**config.mk**
```make
export PLATFORM = sky130hd
export DESIGN_NAME = tri_interval_timer
export DESIGN_NICKNAME = d
export VERILOG_FILES = /design/src/rtl/pit_pkg.sv /design/src/rtl/pit_count_core.sv /design/src/rtl/pit_chan_port.sv /design/src/rtl/tri_interval_timer.sv
export SDC_FILE = /design/constraint.sdc
export NUM_CORES = 1
export LEC_CHECK = 0
export BUFFER_PORTS_ARGS = -buffer_cell sky130_fd_sc_hd__buf_2
export CORE_UTILIZATION = 59
export DETAILED_ROUTE_END_ITERATION = 16
export GPL_ROUTABILITY_DRIVEN = 1
export HOLD_SLACK_MARGIN = 0.15
export PLACE_DENSITY = 0.78
export SLEW_MARGIN = 10
export SYNTH_ARGS = -nofsm -noshare
export SYNTH_HDL_FRONTEND = slang
export SYNTH_SLANG_ARGS = --single-unit
```
**constraint.sdc**
```tcl
create_clock -name clk_i -period 4 [get_ports clk_i]
set_clock_uncertainty 0.05 [all_clocks]
set_input_delay 0.8 -clock clk_i [delete_from_list [all_inputs] [get_ports clk_i]]
set_output_delay 0.8 -clock clk_i [all_outputs]
set_load 0.02 [all_outputs]
```
**src/rtl/pit_pkg.sv**
```systemverilog
package pit_pkg;
  localparam int BYTE_W = 8;
  localparam int CNT_W  = 2 * BYTE_W;
  localparam int EXT_W  = CNT_W + 1;

  typedef enum logic [1:0] {
    ACC_LATCH = 2'b00,
    ACC_LO    = 2'b01,
    ACC_HI    = 2'b10,
    ACC_WORD  = 2'b11
  } acc_e;

  typedef enum logic [2:0] {
    M_TC_INT    = 3'd0,
    M_ONESHOT   = 3'd1,
    M_RATE      = 3'd2,
    M_SQUARE    = 3'd3,
    M_SW_STROBE = 3'd4,
    M_HW_STROBE = 3'd5
  } mode_e;

  // codes 6/7 alias 2/3
  function automatic mode_e fold_mode(input logic [2:0] raw);
    if (raw[2:1] == 2'b11) return mode_e'({1'b0, raw[1:0]});
    return mode_e'(raw);
  endfunction

  function automatic logic [EXT_W-1:0] norm_count(input logic [CNT_W-1:0] v);
    return (v == '0) ? (EXT_W'(1) << CNT_W) : {1'b0, v};
  endfunction
endpackage

```
**src/rtl/pit_count_core.sv**
```systemverilog
module pit_count_core
  import pit_pkg::*;
(
  input  logic             clk_i,
  input  logic             rst_ni,
  input  logic             tick_i,
  input  logic             gate_i,
  input  logic             load_i,
  input  logic             halt_i,
  input  logic [EXT_W-1:0] count_i,
  input  mode_e            mode_i,
  output logic             out_o,
  output logic [CNT_W-1:0] cur_o
);
  logic             run_q, armed_q, gate_q;
  logic [EXT_W-1:0] elap_q, phase_q, half, rem;
  logic             retrig, gate_rise, phase_wrap;

  assign retrig     = mode_i inside {M_ONESHOT, M_RATE, M_SQUARE, M_HW_STROBE};
  assign gate_rise  = gate_i & ~gate_q;
  assign phase_wrap = (phase_q + 1'b1) == count_i;
  assign half       = (count_i + EXT_W'(1)) >> 1;
  assign rem        = count_i - phase_q;
  assign cur_o      = rem[CNT_W-1:0];

  always_ff @(posedge clk_i or negedge rst_ni) begin
    if (!rst_ni) begin
      run_q   <= 1'b1;
      armed_q <= 1'b1;
      gate_q  <= 1'b1;
      elap_q  <= '0;
      phase_q <= '0;
    end else begin
      gate_q <= gate_i;
      if (halt_i) begin
        run_q   <= 1'b0;
        armed_q <= 1'b0;
        elap_q  <= '0;
        phase_q <= '0;
      end else if (load_i || (gate_rise && armed_q && retrig)) begin
        run_q   <= 1'b1;
        armed_q <= 1'b1;
        elap_q  <= '0;
        phase_q <= '0;
      end else if (run_q && tick_i) begin
        // elapsed saturates one past the count
        if (elap_q <= count_i) elap_q <= elap_q + 1'b1;
        phase_q <= phase_wrap ? '0 : phase_q + 1'b1;
      end
    end
  end

  always_comb begin
    case (mode_i)
      M_TC_INT:  out_o = run_q & (elap_q >= count_i);
      M_ONESHOT: out_o = ~run_q | (elap_q >= count_i);
      M_RATE:    out_o = ~(run_q & (phase_q == '0) & (elap_q != '0));
      M_SQUARE:  out_o = ~run_q | (phase_q < half);
      default:   out_o = ~(run_q & (elap_q == count_i));
    endcase
  end
endmodule

```
**src/rtl/pit_chan_port.sv**
```systemverilog
module pit_chan_port
  import pit_pkg::*;
(
  input  logic              clk_i,
  input  logic              rst_ni,
  input  logic              cfg_we_i,
  input  acc_e              cfg_acc_i,
  input  logic [2:0]        cfg_mode_i,
  input  logic              snap_i,
  input  logic              dat_we_i,
  input  logic              dat_re_i,
  input  logic [BYTE_W-1:0] wdata_i,
  input  logic [CNT_W-1:0]  cur_i,
  output logic              load_o,
  output logic              halt_o,
  output logic [EXT_W-1:0]  count_o,
  output mode_e             mode_o,
  output logic [BYTE_W-1:0] rdata_o
);
  acc_e              acc_q;
  mode_e             mode_q;
  logic [EXT_W-1:0]  cnt_q;
  logic [BYTE_W-1:0] lo_q;
  logic              wr_hi_q, rd_hi_q, snap_vld_q;
  logic [CNT_W-1:0]  snap_q, rd_src;
  logic              rd_last, hi_sel;

  assign load_o  = dat_we_i & ((acc_q != ACC_WORD) | wr_hi_q);
  assign halt_o  = cfg_we_i;
  assign count_o = cnt_q;
  assign mode_o  = mode_q;
  assign rd_src  = snap_vld_q ? snap_q : cur_i;
  assign rd_last = (acc_q != ACC_WORD) | rd_hi_q;
  assign hi_sel  = (acc_q == ACC_HI) | ((acc_q == ACC_WORD) & rd_hi_q);
  assign rdata_o = hi_sel ? rd_src[CNT_W-1:BYTE_W] : rd_src[BYTE_W-1:0];

  always_ff @(posedge clk_i or negedge rst_ni) begin
    if (!rst_ni) begin
      acc_q      <= ACC_WORD;
      mode_q     <= M_SQUARE;
      cnt_q      <= EXT_W'(1) << CNT_W;
      lo_q       <= '0;
      wr_hi_q    <= 1'b0;
      rd_hi_q    <= 1'b0;
      snap_vld_q <= 1'b0;
      snap_q     <= '0;
    end else if (cfg_we_i) begin
      acc_q      <= cfg_acc_i;
      mode_q     <= fold_mode(cfg_mode_i);
      wr_hi_q    <= 1'b0;
      rd_hi_q    <= 1'b0;
      snap_vld_q <= 1'b0;
    end else begin
      if (snap_i && !snap_vld_q) begin
        snap_q     <= cur_i;
        snap_vld_q <= 1'b1;
      end
      if (dat_we_i) begin
        case (acc_q)
          ACC_LO: cnt_q <= norm_count({{BYTE_W{1'b0}}, wdata_i});
          ACC_HI: cnt_q <= norm_count({wdata_i, {BYTE_W{1'b0}}});
          default: begin
            if (!wr_hi_q) begin
              lo_q    <= wdata_i;
              wr_hi_q <= 1'b1;
            end else begin
              cnt_q   <= norm_count({wdata_i, lo_q});
              wr_hi_q <= 1'b0;
            end
          end
        endcase
      end
      if (dat_re_i) begin
        if (acc_q == ACC_WORD) rd_hi_q <= ~rd_hi_q;
        if (rd_last) snap_vld_q <= 1'b0;
      end
    end
  end
endmodule

```
**src/rtl/tri_interval_timer.sv**
```systemverilog
module tri_interval_timer
  import pit_pkg::*;
#(
  parameter int NCH = 3  // at most 3: select field is 2 bits, code 3 reserved
) (
  input  logic              clk_i,
  input  logic              rst_ni,
  input  logic              tick_i,
  input  logic              wr_i,
  input  logic              rd_i,
  input  logic [1:0]        addr_i,
  input  logic [BYTE_W-1:0] wdata_i,
  output logic [BYTE_W-1:0] rdata_o,
  input  logic [NCH-1:0]    gate_i,
  output logic [NCH-1:0]    out_o,
  output logic              irq_o
);
  localparam logic [1:0] CTRL_ADDR = 2'd3;

  logic              cw_hit;
  logic [1:0]        cw_sel;
  acc_e              cw_acc;
  logic [BYTE_W-1:0] ch_rd [NCH];

  assign cw_hit = wr_i & (addr_i == CTRL_ADDR);
  assign cw_sel = wdata_i[7:6];
  assign cw_acc = acc_e'(wdata_i[5:4]);

  for (genvar i = 0; i < NCH; i++) begin : gen_ch
    logic             sel, load, halt;
    logic [EXT_W-1:0] count;
    mode_e            mode;
    logic [CNT_W-1:0] cur;

    assign sel = cw_hit & (cw_sel == 2'(i));

    pit_chan_port u_port (
      .clk_i      (clk_i),
      .rst_ni     (rst_ni),
      .cfg_we_i   (sel & (cw_acc != ACC_LATCH)),
      .cfg_acc_i  (cw_acc),
      .cfg_mode_i (wdata_i[3:1]),
      .snap_i     (sel & (cw_acc == ACC_LATCH)),
      .dat_we_i   (wr_i & (addr_i == 2'(i))),
      .dat_re_i   (rd_i & (addr_i == 2'(i))),
      .wdata_i    (wdata_i),
      .cur_i      (cur),
      .load_o     (load),
      .halt_o     (halt),
      .count_o    (count),
      .mode_o     (mode),
      .rdata_o    (ch_rd[i])
    );

    pit_count_core u_core (
      .clk_i   (clk_i),
      .rst_ni  (rst_ni),
      .tick_i  (tick_i),
      .gate_i  (gate_i[i]),
      .load_i  (load),
      .halt_i  (halt),
      .count_i (count),
      .mode_i  (mode),
      .out_o   (out_o[i]),
      .cur_o   (cur)
    );
  end

  always_comb begin
    rdata_o = '0;
    for (int i = 0; i < NCH; i++) begin
      if (addr_i == 2'(i)) rdata_o = ch_rd[i];
    end
  end

  always_ff @(posedge clk_i or negedge rst_ni) begin
    if (!rst_ni) irq_o <= 1'b0;
    else         irq_o <= out_o[0];
  end
endmodule

```
==> run summary <==
Reg2Reg Setup Slack: 0.50 ns
crit path capture type: output port
worst setup path start: gen_ch[0].u_port.count_o[4]
layout cell share with drive strength beyond 1: 19.9%
clock group share of total power: 16.3%
pin count of the biggest net entering global routing: 101
TritonCTS clock tree: yes
CTS Buffer Depth: 3
gpl congestion: 0.981
Routed WL per cell: 21.1 µm
fin crit period: 4.61 ns
area of the core: 32800 µm²
sequential share of power: 24.0%
Reg-to-Reg End: gen_ch[2].u_core.phase_q[6]
Arrival @ worst endpoint: 3.76 ns
Hold WS: 0.164 ns
ys flop type: dfrtp_1
root buffer cell: clkbuf_16
Design Area, Final: 23200 µm²
initial antenna violation count: 1
Final HPWL DP: 43600 µm
vias in the first global route: 18300
Comb power frac: 59.7%
DR vias/cell: 6.49
Area growth, synth to finish: 17.2%
TritonRoute pass-1 iters: 7
final worst-path setup slack: -0.614 ns
total gr overflow: 0
CTS Hold Bufs: 0
Fin. Hold Viols: 0
row count: 66
Netlist cell types: 90
post-route insts no fill: 2886
violated checks: setup timing
worst r2r src: gen_ch[2].u_core.phase_q[0]
post-layout util: 70.8%
Nets: 2605
CP Max Fanout: 2
number of synthesized flops with an enable pin: 0
Initial DRC Count: 1685
port bufs: 29
internal power: 9.84 mW
Mapped Nets: 2477
worst slew pin tran: 1.01 ns
Clk Latency, worst-skew pair: 0.58 ns
final wirelength: 61000 µm
fill cell count: 2506
Vias: 18700
htree depth: 1
f_max: 0.217 GHz
global-route wire length before repair: 97100 µm
Sink Count: 256
Syn Inst Count: 2291
Tcrit/Tclk final: 115%
result of the run: complete, but fails checks
Avg Inst Size Synth: 8.64 µm²
Reg clk slew, reported paths: 0.06 ns
commonest non-fill, non-tap cell in the layout: dfrtp_1
antenna viol nets, final: 0
P_sw: 7.73 mW
DR DRC count: 0
Initial Util: 60.4%
required time worst endpoint: 3.15 ns
gr usage total: 35.8%
post-synthesis sequential area ratio: 32.5%
ys async rst share: 100%
critical path class: reg2out
Die Wd: 185 µm
reg2reg path depth: 11
YS warnings: 0
die area: 34300 µm²
RSZ-0062 raised after global routing: true
Pins Over Slew Limit: 0
PD cells: 757 nW/µm²
Synth Register Bits: 256
Die H: 185 µm
synthesized cell area: 19800 µm²
multi-input combinational cell area: 13000 µm²
crit path to: out_o[0]
Finish-stage setup viols: 11
most frequent cells in the layout: dfrtp_1 (221), nand2_1 (196), buf_4 (180), ha_1 (149), nor2_1 (142)
leakage power: 10.3 nW
register area: 6450 µm²
Switching Share: 44.0%
Hold Crit Class: in2async
IO Count: 30
Slew headroom: 32.6%
post-placement cell area: 21100 µm²
cts bufs inserted: 30
total of max-cap violations: 0
critical path launch point type: flop
Inst Count DP: 2783
VDD IR max: 0.000481 V
==> registers in the layout (all words and copies together) (netlist names) <==
signal	flops
gen_ch.u_core.elap_q	51
gen_ch.u_core.phase_q	51
gen_ch.u_port.mode_o	9
gen_ch.u_port.snap_vld_q	3
gen_ch.u_core.gate_q	3
gen_ch.u_port.count_o	51
gen_ch.u_port.rd_hi_q	3
irq_o	1
gen_ch.u_port.snap_q	48
gen_ch.u_port.acc_q	6
gen_ch.u_core.run_q	3
gen_ch.u_port.wr_hi_q	3
gen_ch.u_port.lo_q	24
==> metal layers <==
metal	up-vias	GRT usage (%)	share of wire (%)
met5	-	0	0
met4	0	18.8	5.7
met3	249	4.78	7.3
met2	861	59.0	47
met1	9049	45.8	40
li1	8583	-	-
==> worst min path at each step <==
stage	endpoint	slack [ns]	cells past startpoint
2_1_floorplan	gen_ch[2].u_port.snap_q[7]	0.39	2
3_3_place_gp	gen_ch[1].u_port.snap_q[0]	0.41	2
3_5_place_dp	gen_ch[2].u_port.snap_q[6]	0.42	2
4_1_cts	gen_ch[0].u_port.snap_q[7]	0.24	1
5_1_grt	gen_ch[0].u_port.snap_q[7]	0.24	1
6_report	gen_ch[0].u_port.snap_q[15]	0.16	1
==> cell type report <==
class / instances / area share, %
flip-flops and latches: 256 / 27.8
inverters: 134 / 2.17
multi-input cells: 1785 / 56.2
clock inverters: 12 / 0.690
diodes: 1 / 0.0108
repair buffers: 212 / 7.05
clock buffers: 44 / 3.68
well taps: 442 / 2.38
==> cells in the mapped netlist (6+ instances only) <==
master	instances	area (µm²)
nand2b_1	21	131
a221oi_1	6	52.6
and2_1	13	81.3
inv_1	133	499
o22ai_1	9	56.3
a32oi_1	6	52.6
clkbuf_1	82	308
o2111ai_1	6	52.6
o31a_1	7	61.3
mux2_2	55	619
ha_1	165	2060
dfstp_2	21	552
nand4b_1	6	52.6
a211o_1	10	87.6
xor2_1	54	473
a21oi_1	119	596
nor4_1	42	263
o211ai_1	24	180
xnor2_1	131	1150
nand3_1	121	606
o21ai_0	143	716
o31ai_1	31	233
nor3_1	48	240
or3_1	25	156
a31oi_1	18	113
a22o_1	8	70.1
nor2_1	145	544
dfrtp_1	235	5880
a211oi_1	34	255
nand2_1	199	747
o21bai_1	6	45.0
o21a_1	30	225
mux2i_1	8	80.1
nand4_1	43	269
or4_1	16	120
and3_1	51	319
buf_2	20	100
a21o_1	53	398
and4_1	14	123
o21ai_1	8	40.0
nor2b_1	16	100
buf_4	8	60.1
nor3b_1	8	60.1
==> power by group through the flow <==
| stage | clock network [mW] | registers [mW] | logic [mW] |
|---|---|---|---|
| floorplan | 0 | 4.00 | 6.08 |
| global placement | 0 | 4.15 | 8.42 |
| detailed placement | 0 | 4.18 | 8.67 |
| CTS | 2.88 | 4.17 | 9.57 |
| global route | 2.99 | 4.31 | 11.4 |
| finish | 2.86 | 4.21 | 10.5 |
==> metrics by stage <==
| stage | setup TNS [ns] | worst slack (ns) | total power, mW |
|---|---|---|---|
| floorplan | 0 | 0.0259 | 10.1 |
| global placement | -0.157 | -0.157 | 12.6 |
| detailed placement | -0.262 | -0.262 | 12.9 |
| CTS | -2.38 | -0.615 | 16.6 |
| global route | -4.17 | -0.793 | 18.7 |
| finish | -2.93 | -0.614 | 17.6 |
==> worst max-delay path: stages (launching register included) <==
cell and delay (ns):
dfrtp_1 0.36, inv_1 0.07, nor3_2 0.18, and3_4 0.21, nand3_2 0.12, nor3_4 0.19
nand3_2 0.10, xnor2_1 0.15, ha_1 0.32, a2111o_1 0.43, a211o_1 0.25, a221oi_2 0.27
o21ai_1 0.10, a31oi_1 0.15, buf_4 0.15, buf_6 0.11
==> logic make-up after synthesis <==
kind of cell	count (synthesis)	synth area share, %
AOI/OAI and AO/OA	569	18.7
muxes	68	4.10
buffers and inverters	250	5.06
DFF	256	32.5
xor gates and xnor gates	187	8.42
and+or+nand+nor	793	20.4
adders and majority gates	168	10.7
==> repair_timing <==
item | in CTS | in global routing
buffers inserted | 32 | 16
setup endpoints to repair | 11 | 11
pin swaps | 58 | 42
resized for setup | 114 | 66
No activity file was read; power rests on OpenSTA's default activity.
